### config.mk
export PLATFORM = sky130hd
export DESIGN_NAME = dma_periph_req_router
export DESIGN_NICKNAME = d
export VERILOG_FILES = /design/src/rtl/dpr_pkg.sv /design/src/rtl/dpr_src_mux.sv /design/src/rtl/dpr_edge_sync.sv /design/src/rtl/dpr_cfg_check.sv /design/src/rtl/dma_periph_req_router.sv
export SDC_FILE = /design/constraint.sdc
export NUM_CORES = 1
export LEC_CHECK = 0
export BUFFER_PORTS_ARGS = -buffer_cell sky130_fd_sc_hd__buf_2
export CORE_AREA = 8 8 45 47
export DETAILED_ROUTE_END_ITERATION = 10
export DIE_AREA = 0 0 53 55
export GPL_ROUTABILITY_DRIVEN = 1
export PLACE_DENSITY = 0.69
export RECOVER_POWER = 25
export SLEW_MARGIN = 20
export SYNTH_ARGS = -nofsm -noshare
export SYNTH_HDL_FRONTEND = slang
export SYNTH_SLANG_ARGS = --single-unit
### constraint.sdc
create_clock -name clk_i -period 1 [get_ports clk_i]
set_input_delay 0.2 -clock clk_i [delete_from_list [all_inputs] [get_ports clk_i]]
set_output_delay 0.2 -clock clk_i [all_outputs]
set_load 0.005 [all_outputs]
### src/rtl/dpr_pkg.sv
package dpr_pkg;
  localparam int unsigned NUM_SRC = 4;
  localparam int unsigned IDX_W   = $clog2(NUM_SRC);

  typedef enum logic [1:0] {
    EP_ANY = 2'd0,
    EP_TXD = 2'd1,
    EP_RXD = 2'd2,
    EP_ADC = 2'd3
  } endpoint_e;

  typedef enum logic [1:0] {
    SRC_TX_EMPTY = 2'd0,
    SRC_RX_FULL  = 2'd1,
    SRC_CONV_END = 2'd2,
    SRC_TIMER    = 2'd3
  } src_idx_e;

  localparam logic [1:0] SZ_16B = 2'b11;
endpackage

### src/rtl/dpr_src_mux.sv
module dpr_src_mux
  import dpr_pkg::*;
#(
  parameter int unsigned SEL_W = 4
) (
  input  logic               clk_i,
  input  logic               rst_ni,
  input  logic [SEL_W-1:0]   sel_i,
  input  logic [NUM_SRC-1:0] irq_raw_i,
  input  logic [NUM_SRC-1:0] irq_en_i,
  output logic               periph_mode_o,
  output logic [IDX_W-1:0]   src_idx_o,
  output logic               trig_o,
  output logic [NUM_SRC-1:0] cpu_irq_o
);
  logic [NUM_SRC-1:0] gated;

  // upper select bits all ones -> peripheral request mode
  assign periph_mode_o = &sel_i[SEL_W-1:IDX_W];
  assign src_idx_o     = sel_i[IDX_W-1:0];

  for (genvar i = 0; i < NUM_SRC; i++) begin : g_line
    assign gated[i]     = irq_raw_i[i] & irq_en_i[i];
    assign cpu_irq_o[i] = gated[i] & ~(periph_mode_o && (src_idx_o == IDX_W'(i)));
  end

  assign trig_o = periph_mode_o & gated[src_idx_o];

  // claimed line never reaches the CPU
  a_r8_mask_claimed: assert property (@(posedge clk_i) disable iff (!rst_ni)
    periph_mode_o |-> !cpu_irq_o[src_idx_o]);
  // outside peripheral mode nothing triggers
  a_r9_no_trig: assert property (@(posedge clk_i) disable iff (!rst_ni)
    !periph_mode_o |-> !trig_o);
endmodule

### src/rtl/dpr_edge_sync.sv
module dpr_edge_sync #(
  parameter int unsigned STAGES = 2
) (
  input  logic clk_i,
  input  logic rst_ni,
  input  logic d_i,
  output logic rise_o
);
  logic [STAGES-1:0] sync_q;
  logic              prev_q;

  always_ff @(posedge clk_i or negedge rst_ni) begin
    if (!rst_ni) begin
      sync_q <= '0;
      prev_q <= 1'b0;
    end else begin
      sync_q <= {sync_q[STAGES-2:0], d_i};
      prev_q <= sync_q[STAGES-1];
    end
  end

  assign rise_o = sync_q[STAGES-1] & ~prev_q;

  // a rising edge yields a single-cycle pulse
  a_r6_single_pulse: assert property (@(posedge clk_i) disable iff (!rst_ni)
    rise_o |=> !rise_o);
endmodule

### src/rtl/dpr_cfg_check.sv
module dpr_cfg_check
  import dpr_pkg::*;
(
  input  logic             periph_mode_i,
  input  logic [IDX_W-1:0] src_idx_i,
  input  logic [1:0]       size_i,
  input  logic [1:0]       src_ep_i,
  input  logic [1:0]       dst_ep_i,
  output logic             cfg_err_o
);
  logic ep_bad;

  always_comb begin
    unique case (src_idx_e'(src_idx_i))
      SRC_TX_EMPTY: ep_bad = (dst_ep_i != EP_TXD);
      SRC_RX_FULL:  ep_bad = (src_ep_i != EP_RXD);
      SRC_CONV_END: ep_bad = (src_ep_i != EP_ADC);
      default:      ep_bad = 1'b0;
    endcase
  end

  assign cfg_err_o = periph_mode_i & ((size_i == SZ_16B) | ep_bad);
endmodule

### src/rtl/dma_periph_req_router.sv
module dma_periph_req_router
  import dpr_pkg::*;
#(
  parameter int unsigned SEL_W       = 4,
  parameter int unsigned SYNC_STAGES = 2
) (
  input  logic               clk_i,
  input  logic               rst_ni,
  input  logic [SEL_W-1:0]   sel_i,
  input  logic [1:0]         size_i,
  input  logic [1:0]         src_ep_i,
  input  logic [1:0]         dst_ep_i,
  input  logic               burst_i,
  input  logic               ch_en_i,
  input  logic               mst_en_i,
  input  logic               te_i,
  input  logic               ae_i,
  input  logic               nmi_i,
  input  logic [NUM_SRC-1:0] irq_raw_i,
  input  logic [NUM_SRC-1:0] irq_en_i,
  input  logic               dma_ack_i,
  output logic               dma_req_o,
  output logic               burst_o,
  output logic               cfg_err_o,
  output logic [NUM_SRC-1:0] cpu_irq_o
);
  logic             periph_mode;
  logic [IDX_W-1:0] src_idx;
  logic             trig;
  logic             rise;
  logic             qual;
  logic             pend_q;

  dpr_src_mux #(.SEL_W(SEL_W)) u_mux (
    .clk_i         (clk_i),
    .rst_ni        (rst_ni),
    .sel_i         (sel_i),
    .irq_raw_i     (irq_raw_i),
    .irq_en_i      (irq_en_i),
    .periph_mode_o (periph_mode),
    .src_idx_o     (src_idx),
    .trig_o        (trig),
    .cpu_irq_o     (cpu_irq_o)
  );

  dpr_edge_sync #(.STAGES(SYNC_STAGES)) u_sync (
    .clk_i  (clk_i),
    .rst_ni (rst_ni),
    .d_i    (trig),
    .rise_o (rise)
  );

  dpr_cfg_check u_cfg (
    .periph_mode_i (periph_mode),
    .src_idx_i     (src_idx),
    .size_i        (size_i),
    .src_ep_i      (src_ep_i),
    .dst_ep_i      (dst_ep_i),
    .cfg_err_o     (cfg_err_o)
  );

  assign qual = periph_mode & ~cfg_err_o & ch_en_i & mst_en_i & ~te_i & ~ae_i & ~nmi_i;

  // new edge wins over a same-cycle acknowledge
  always_ff @(posedge clk_i or negedge rst_ni) begin
    if (!rst_ni)              pend_q <= 1'b0;
    else if (rise && qual)    pend_q <= 1'b1;
    else if (!qual || dma_ack_i) pend_q <= 1'b0;
  end

  assign dma_req_o = pend_q;
  assign burst_o   = burst_i;

  a_r3_gate: assert property (@(posedge clk_i) disable iff (!rst_ni)
    !qual |=> !dma_req_o);
  a_r4_cfg_block: assert property (@(posedge clk_i) disable iff (!rst_ni)
    cfg_err_o |=> !dma_req_o);
  a_r7_hold: assert property (@(posedge clk_i) disable iff (!rst_ni)
    (dma_req_o && !dma_ack_i && qual) |=> dma_req_o);
  a_r7_ack_clear: assert property (@(posedge clk_i) disable iff (!rst_ni)
    (dma_ack_i && !rise) |=> !dma_req_o);
  a_r6_req_cause: assert property (@(posedge clk_i) disable iff (!rst_ni)
    (!dma_req_o && !rise) |=> !dma_req_o);
endmodule

# --- After elaboration in Yosys (flattened, before gate mapping) ---
# Cells that the tools add are included.
classes:
  magnitude_cmp: 1
  n_eq_ne: 7
  n_mux: 5
  n_bitwise: 27
  n_reduce_logical: 10
op_table:
  columns: ["operator", "n"]
  rows:
  - ["bitwise AND 1 bit", 17]
  - ["inverter 1 bit", 9]
  - ["equality test 2 bit (second input constant)", 3]
  - ["logical AND 1 bit", 5]
  - ["!= test 2 bit (second input constant)", 2]
  - ["< comparator 2 x 3 -> 1 bit (second input constant)", 1]
  - ["two-way mux 1 bit", 3]
  - ["case mux 1 bit (3 select lines)", 1]
  - ["binary-select mux 1 bit (select 2 bit)", 1]
  - ["equality test 2 x 1 -> 1 bit (second input constant)", 1]
  - ["zero test 2 bit", 1]
  - ["!= test 2 x 1 -> 1 bit (second input constant)", 1]
  - ["AND reduction 2 bit", 1]
  - ["nonzero test 2 bit", 1]
  - ["zero test 1 bit", 1]
  - ["logical OR 1 bit", 1]
  - ["bitwise OR 1 bit", 1]
word_totals:
  ff_bits: 4
  input_bits: 27
  out_inout_bits: 7
  wordCells: 53

# --- Longest topological paths before layout ---
# Gate-level depths: netlist of run 1.
logic_depth:
  depth_word: 15
  ltp_mapped: 5
  mapped_depth_nobuf: 5

# --- Hierarchy ---
# From an unflattened synthesis of run 1, not the netlist that was laid out.
hier_totals:
  hier_cells: 39
  area_unflattened_um2: 355.3
by_module_without_submodules:
  columns: ["mod", "instances", "cells_per_inst", "area_each_um2", "seq_area_each_um2"]
  rows:
  - ["dpr_cfg_check", 1, 12, 100.1, 0.0]
  - ["dpr_src_mux", 1, 17, 97.6, 0.0]
  - ["dpr_edge_sync", 1, 4, 88.8, 75.1]
  - ["dma_periph_req_router", 1, 6, 68.8, 25.0]

# --- Worst setup path after synthesis of run 1 ---
# OpenSTA, ideal clock, no wires.
synth_path:
  path_type: "input to output"
  start: "input sel_i[0]"
  end: "output cfg_err_o"
  arrival_ps: 877
  required_ps: 800
  slack_ps: -77
  path_stages: 5
  path_buffers: 0
  cell_sequence: "inv_1 > ha_1 > xor2_1 > o211ai_1 > a21oi_1"
synth_between:
  elab_chain_cells: 4
  elab_cells_between_ends: 6
  classes_between: "eq/ne (2); mux (1); bitwise (2); reduce/logical (1)"
synth_lines:
  columns: ["element", "line", "text"]
  rows:
  - ["from (decl)", "dma_periph_req_router.sv:9", "input logic [SEL_W-1:0] sel_i,"]
  - ["equality test 2 bit (tied with other cells)", "dpr_cfg_check.sv:14", "unique case (src_idx_e'(src_idx_i))"]
  - ["case mux 1 bit (3 select lines) (*)", "dpr_cfg_check.sv:14", null]
  - ["bitwise OR 1 bit (*)", "dpr_cfg_check.sv:22", "assign cfg_err_o = periph_mode_i & ((size_i == SZ_16B) | ep_bad);"]
  - ["bitwise AND 1 bit (*)", "dpr_cfg_check.sv:22", null]
  - ["to (decl)", "dma_periph_req_router.sv:24", "output logic cfg_err_o,"]
# Mark *: on every way between the ends. The rest lies on a longest branch, timed or not.

# --- Final worst setup path of run 1 ---
# Ends and elaborated chain as after synthesis.

==> metrics.txt, run 1 <==
Final setup viols 5; Area contributors post-synth dfrtp_1 (31%), ha_1 (19%), a31oi_1 (7.7%); Cell variety after synth 17; final-stage net count approximately 110; power share of the clock group 35.0%; core area 1380 um^2; RSZ-0062 raised after global routing true; critical-path cell list buf_8 -> inv_8 -> ha_4 -> xor2_1 -> o211ai_1 -> a21oi_1 -> buf_2; hold slack roughly 0.3 ns; Gate Count Post-Synth 36; Max-slew headroom 82.8%; initial antenna violation count 0; cell family with most CP delay compound AO/OA/AOI/OAI gates; failing checks negative setup slack; worst min path class in -> reg; first-pass GRT wire length 1980 um; mapped cell area approximately 330 um^2; WL final ~1200 um; routability cong. 0.734; Area after DPL 544 um^2; Net Sw Power 0.000146 W; Ys Warns 0; CTS tree yes; gr ovfl total 0; vias per cell 4.48; Setup CP Type in -> out; final critical-path required period 1.22 ns; Hold Vio Cnt, Final 0; PortBufs 31; fin crit share 122%; Worst Hold Depth 3; number of global-route vias before repair 486; ANT cells 0; R2R Setup Slk 0.20 ns; # rows 14; Max IR drop VDD 0.333 mV; area grow syn2layout 111%; Clock transition at path regs 0.04 ns; cts bufs inserted 3; pin count of the biggest net entering global routing 7; R2R Path Start u_sync.sync_q[1]$_DFF_PN0_; maximum clock path buffer count 2; DRC Markers 0; syn nets 68; Min-Delay Endpoint dma_req_o$_DFFE_PN0P_; Clock Tree Root clkbuf_4; Power per Cell Area between 800 and 900 nW/um^2; cell-internal power 0.000411 W; share of cells above drive strength 1 62.3%; Slowest-stage cell, CP o211ai_1; ys async rst share between 90% and 100%; Synth top area share 30.7%; Buf/Inv on CP 3; die area 2920 um^2; io pins 34; First-pass DRT Iterations 2; Skew-Pair Late Insertion Delay 0.23 ns; top post-synthesis cells by count inv_1 (6), ha_1 (5), nand2_1 (5), a31oi_1 (4), dfrtp_1 (4); Data required, critical path roughly 0.80 ns; max incr delay on CP 0.19 ns; ANT nets after route 0; Clock Sinks 4; status finished, violations left; Most used DFF post-synth dfrtp_1; CP startpoint sel_i[0]; Startpoint Class input port; Seq/Total Area, Yosys 30.7%; H-tree Lvls 1; clk_skew 0.00135 ns; Tightest Pin Transition 0.256 ns; worst path arrival time 1.02 ns; Post-DP HPWL 998 um; count leader, synth inv_1; cell taking the most area after synthesis dfrtp_1; via count 417; total count of max-transition violations in the final report 0; Die W 53 um; Max-Cap Viols 0; crit-path max FO 3; fmax about 0.82 GHz; sw frac 26.1%; reg-to-reg critical path endpoint dma_req_o$_DFFE_PN0P_; LEAKAGE approximately 0.35 nW; post-synthesis area per instance 9.07 um^2; Total GRT Usage a little under a tenth; element type at the critical path end output port; cells on worst reg2reg path 3; Die H 55 um; #FFs+latches synth 4; number of synthesized flops with an enable pin 0; register share of total power 30.3%; Finished Cell Area 691 um^2; Comb pwr share between 30% and 40%; Initial Utilization 23.6%; Final WS setup -0.215 ns; hold_sp size_i[1]; DR WL/cell 13.1 um; Initial DRC Count 5
[what timing repair did]
item	4_1_cts	5_1_grt
pin swaps	5	5
hold buffers	1	0
setup endpoints to repair	4	5
gates resized for setup	9	13
endpoints found under the hold margin	4	0
setup buffers	1	1
[worst max path at each step]
stage                      endpoint  slack (ns)  cells after the start
after floorplan           cfg_err_o       0.009                      5
after global placement    cfg_err_o       -0.27                      7
after detailed placement  cfg_err_o       -0.28                      7
after CTS                 cfg_err_o       -0.21                      7
after global routing      cfg_err_o       -0.27                      7
final                     cfg_err_o       -0.22                      7
[cell type report]
cell class                      instances  area (um^2)
Clock buffer                            3         22.5
Timing Repair Buffer                   39          249
Multi-Input combinational cell         25          264
Sequential cell                         4          100
Tap cell                               16         20.0
Fill cell                             133          693
Inverter                                6         35.0
[worst min-delay path: stages]
cell,delay [ns]
buf_2,0.08
a32oi_1,0.06
and4_1,0.15
[layer usage]
layer | global-route usage (%) | vias to the layer above | share of wire [%]
li1 | - | 211 | -
met1 | 7.53 | 189 | 33
met2 | 16.8 | 17 | 55
met3 | 5.88 | 0 | 12
met4 | 3.88 | 0 | 0
met5 | 0 | - | 0
[cell families (layout without fill, tap and decap cells)]
| logic type | Yosys count | after routing | synth area share, % |
|---|---|---|---|
| and+or+nand+nor | 10 | 10 | 15.3 |
| AOI/OAI and AO/OA | 8 | 8 | 16.1 |
| buffers and inverters | 7 | 48 | 9.20 |
| adders and majority gates | 5 | 5 | 19.2 |
| DFF | 4 | 4 | 30.7 |
| xor gates and xnor gates | 1 | 1 | 2.68 |
| muxes | 1 | 1 | 6.90 |
[registers in the layout, indices dropped and copies added (netlist names)]
name and cells:
dma_req_o 1, u_sync.prev_q 1, u_sync.sync_q 2
[power groups by stage]
stage	combinational [W]	sequential, W	clock (W)
2_1_floorplan	0.0000511	0.000170	0
3_3_place_gp	0.000141	0.000170	0
3_5_place_dp	0.000144	0.000171	0
4_1_cts	0.000163	0.000169	0.000202
5_1_grt	0.000214	0.000169	0.000221
6_report	0.000193	0.000169	0.000195
[cells in the final DEF, fill, tap and decap left out, types with 2 or more instances in the layout]
cell type,count
a31oi_4,2
a31oi_1,2
nand2_1,5
ha_1,2
buf_6,2
buf_4,5
inv_1,4
ha_4,3
buf_2,28
dfrtp_1,4
clkbuf_4,3
[per-stage QoR]
step	instances	total power (W)	TNS [ns]	worst slack (ns)	utilization, %
3_5_place_dp	87	0.000315	-0.998	-0.277	39.3
4_1_cts	92	0.000534	-0.557	-0.214	44.8
2_1_floorplan	36	0.000221	0	0.00937	-
3_3_place_gp	87	0.000311	-0.914	-0.270	39.3
6_report	93	0.000557	-0.644	-0.215	49.9
5_1_grt	93	0.000603	-0.862	-0.269	49.9
Note: power is estimated with default switching activity, not from simulation.
==> run 2, diff against run 1 <==
Settings changed: BUFFER_PORTS_ARGS -buffer_cell sky130_fd_sc_hd__buf_2 to -buffer_cell sky130_fd_sc_hd__buf_4.
==> run 2 against run 1 <==
- the flow still finishes with violations (negative setup slack)
- clock skew up 0.0045 ns
- global-route usage increased by 0.44 points
- register-to-register slack about the same
- highest routed layer unchanged
- setup slack worse by 0.0039 ns
- flip-flop and latch count did not move
- combinational power up 15%
- hold slack worse by 0.011 ns
- final area up 8.2%
- non-clock buffer count down 1
- fmax down 0.32%
- critical path depth did not move
==> metrics.txt, run 2 (synthesized netlist as in run 1, its figures left out) <==
status finished, violations left; failing checks negative setup slack; via count 426; worst min path class in -> reg; element type at the critical path end output port; Clock transition at path regs 0.03 ns; Initial Utilization between 20% and 30%; R2R Path Start u_sync.sync_q[1]$_DFF_PN0_; clk_skew 0.00587 ns; Max-Cap Viols 0; R2R Setup Slk 0.19 ns; Top reg by flops u_sync.sync_q; CTS tree yes; DRC Markers 0; Initial DRC Count 0; Max IR drop VDD 0.420 mV; Max-slew headroom around four fifths; fin crit share 122%; H-tree Lvls 1; Power per Cell Area 783 nW/um^2; cts bufs inserted 3; io pins 34; cells on worst reg2reg path 3; vias per cell 4.63; gr ovfl total 0; most frequent cells in the layout buf_4 (31), nand2_1 (5), inv_1 (4), dfrtp_1 (4); reg-to-reg critical path endpoint dma_req_o$_DFFE_PN0P_; WL final approximately 1300 um; final critical-path required period 1.22 ns; Hold Vio Cnt, Final 0; Data required, critical path 0.80 ns; routability cong. 0.744; Clock Sinks 4; First-pass DRT Iterations 1; Min-Delay Endpoint dma_req_o$_DFFE_PN0P_; Final WS setup -0.219 ns; Setup CP Type in -> out; Setup WS pre-CTS -0.265 ns; crit-path max FO 3; ANT nets after route 0; LEAKAGE between 0.3 and 0.4 nW; # rows 14; maximum clock path buffer count 2; max incr delay on CP 0.19 ns; Total GRT Usage a little under a tenth; Startpoint Class input port; number of global-route vias before repair 488; pin count of the biggest net entering global routing 7; critical-path cell list buf_8 -> inv_4 -> ha_4 -> xor2_1 -> o211ai_1 -> a21oi_1 -> buf_4; Worst Hold Depth 3; cell family with most CP delay compound AO/OA/AOI/OAI gates; share of cells above drive strength 1 63.2%; DR WL/cell 14.3 um; Skew-Pair Late Insertion Delay ~0.23 ns; area grow syn2layout 129%; worst path arrival time slightly above 1 ns; Die H 55 um; die area 2920 um^2; RSZ-0062 raised after global routing true; Clock Tree Root clkbuf_4; Final setup viols 5; Fin Setup TNS -0.552 ns; max FFs per register 2; Post-DP HPWL 1020 um; total count of max-transition violations in the final report 0; final-stage net count 110; ANT cells 0; commonest non-fill, non-tap cell in the layout buf_4; Die W 53 um; first-pass GRT wire length 2010 um; Buf/Inv on CP 3; PortBufs 31; Slowest-stage cell, CP o211ai_1; core area 1380 um^2; hold_sp size_i[0]; fmax 0.820 GHz; Tightest Pin Transition 0.275 ns; initial antenna violation count 0
## run 2: metal layers
layer	GRT usage [%]	share of wire, %	vias to the layer above
li1	-	-	214
met1	7.83	29	195
met2	17.0	59	17
met3	5.61	11	0
met4	6.47	0	0
met5	0	0	-
## run 2: worst max-delay path by stage
stage,startpoint,cells after the start,end,slack (ns)
floorplan,sel_i[0],5,cfg_err_o,0.009
global placement,sel_i[1],6,cfg_err_o,-0.24
detailed placement,sel_i[0],7,cfg_err_o,-0.26
CTS,sel_i[0],7,cfg_err_o,-0.23
global route,sel_i[0],7,cfg_err_o,-0.25
finish,sel_i[0],7,cfg_err_o,-0.22
## run 2: worst reg2reg max path, cell delays in order (launching register included)
cell	delay, ns
dfrtp_1	0.37
inv_1	0.05
o22ai_1	0.07
and4_1	0.20
## run 2: report_power, final
group	total, W	internal [W]	leakage, nW	switching (W)
combinational	0.000222	0.000136	0.291	0.0000856
clock	0.000195	0.000134	0.0138	0.0000612
sequential	0.000168	0.000167	0.0551	0.00000137
## run 2: through the flow
stage | utilization [%] | total power, W | std cells | cell area, um^2 | hold WS [ns]
3_3_place_gp | 44.9 | 0.000346 | 87 | 622 | -0.00332
4_1_cts | 49.3 | 0.000573 | 92 | 682 | 0.258
6_report | 54.0 | 0.000585 | 92 | 747 | 0.294
5_1_grt | 54.0 | 0.000645 | 92 | 747 | 0.284
3_5_place_dp | 44.9 | 0.000348 | 87 | 622 | -0.00217
2_1_floorplan | - | 0.000221 | 36 | 339 | -0.0956
## run 2: cell type report
class	count	area [um^2]
Clock buffer	3	22.5
Fill cell	135	637
Inverter	6	25.0
Multi-Input combinational cell	25	269
Sequential cell	4	100
Tap cell	16	20.0
Timing Repair Buffer	38	310
## run 2: what timing repair did
action	4_1_cts	5_1_grt
pin swaps	7	7
resized for setup	7	9
hold buffers	1	0
endpoints found under the hold margin	4	0
endpoints found under the setup margin	4	5
setup buffers	1	1
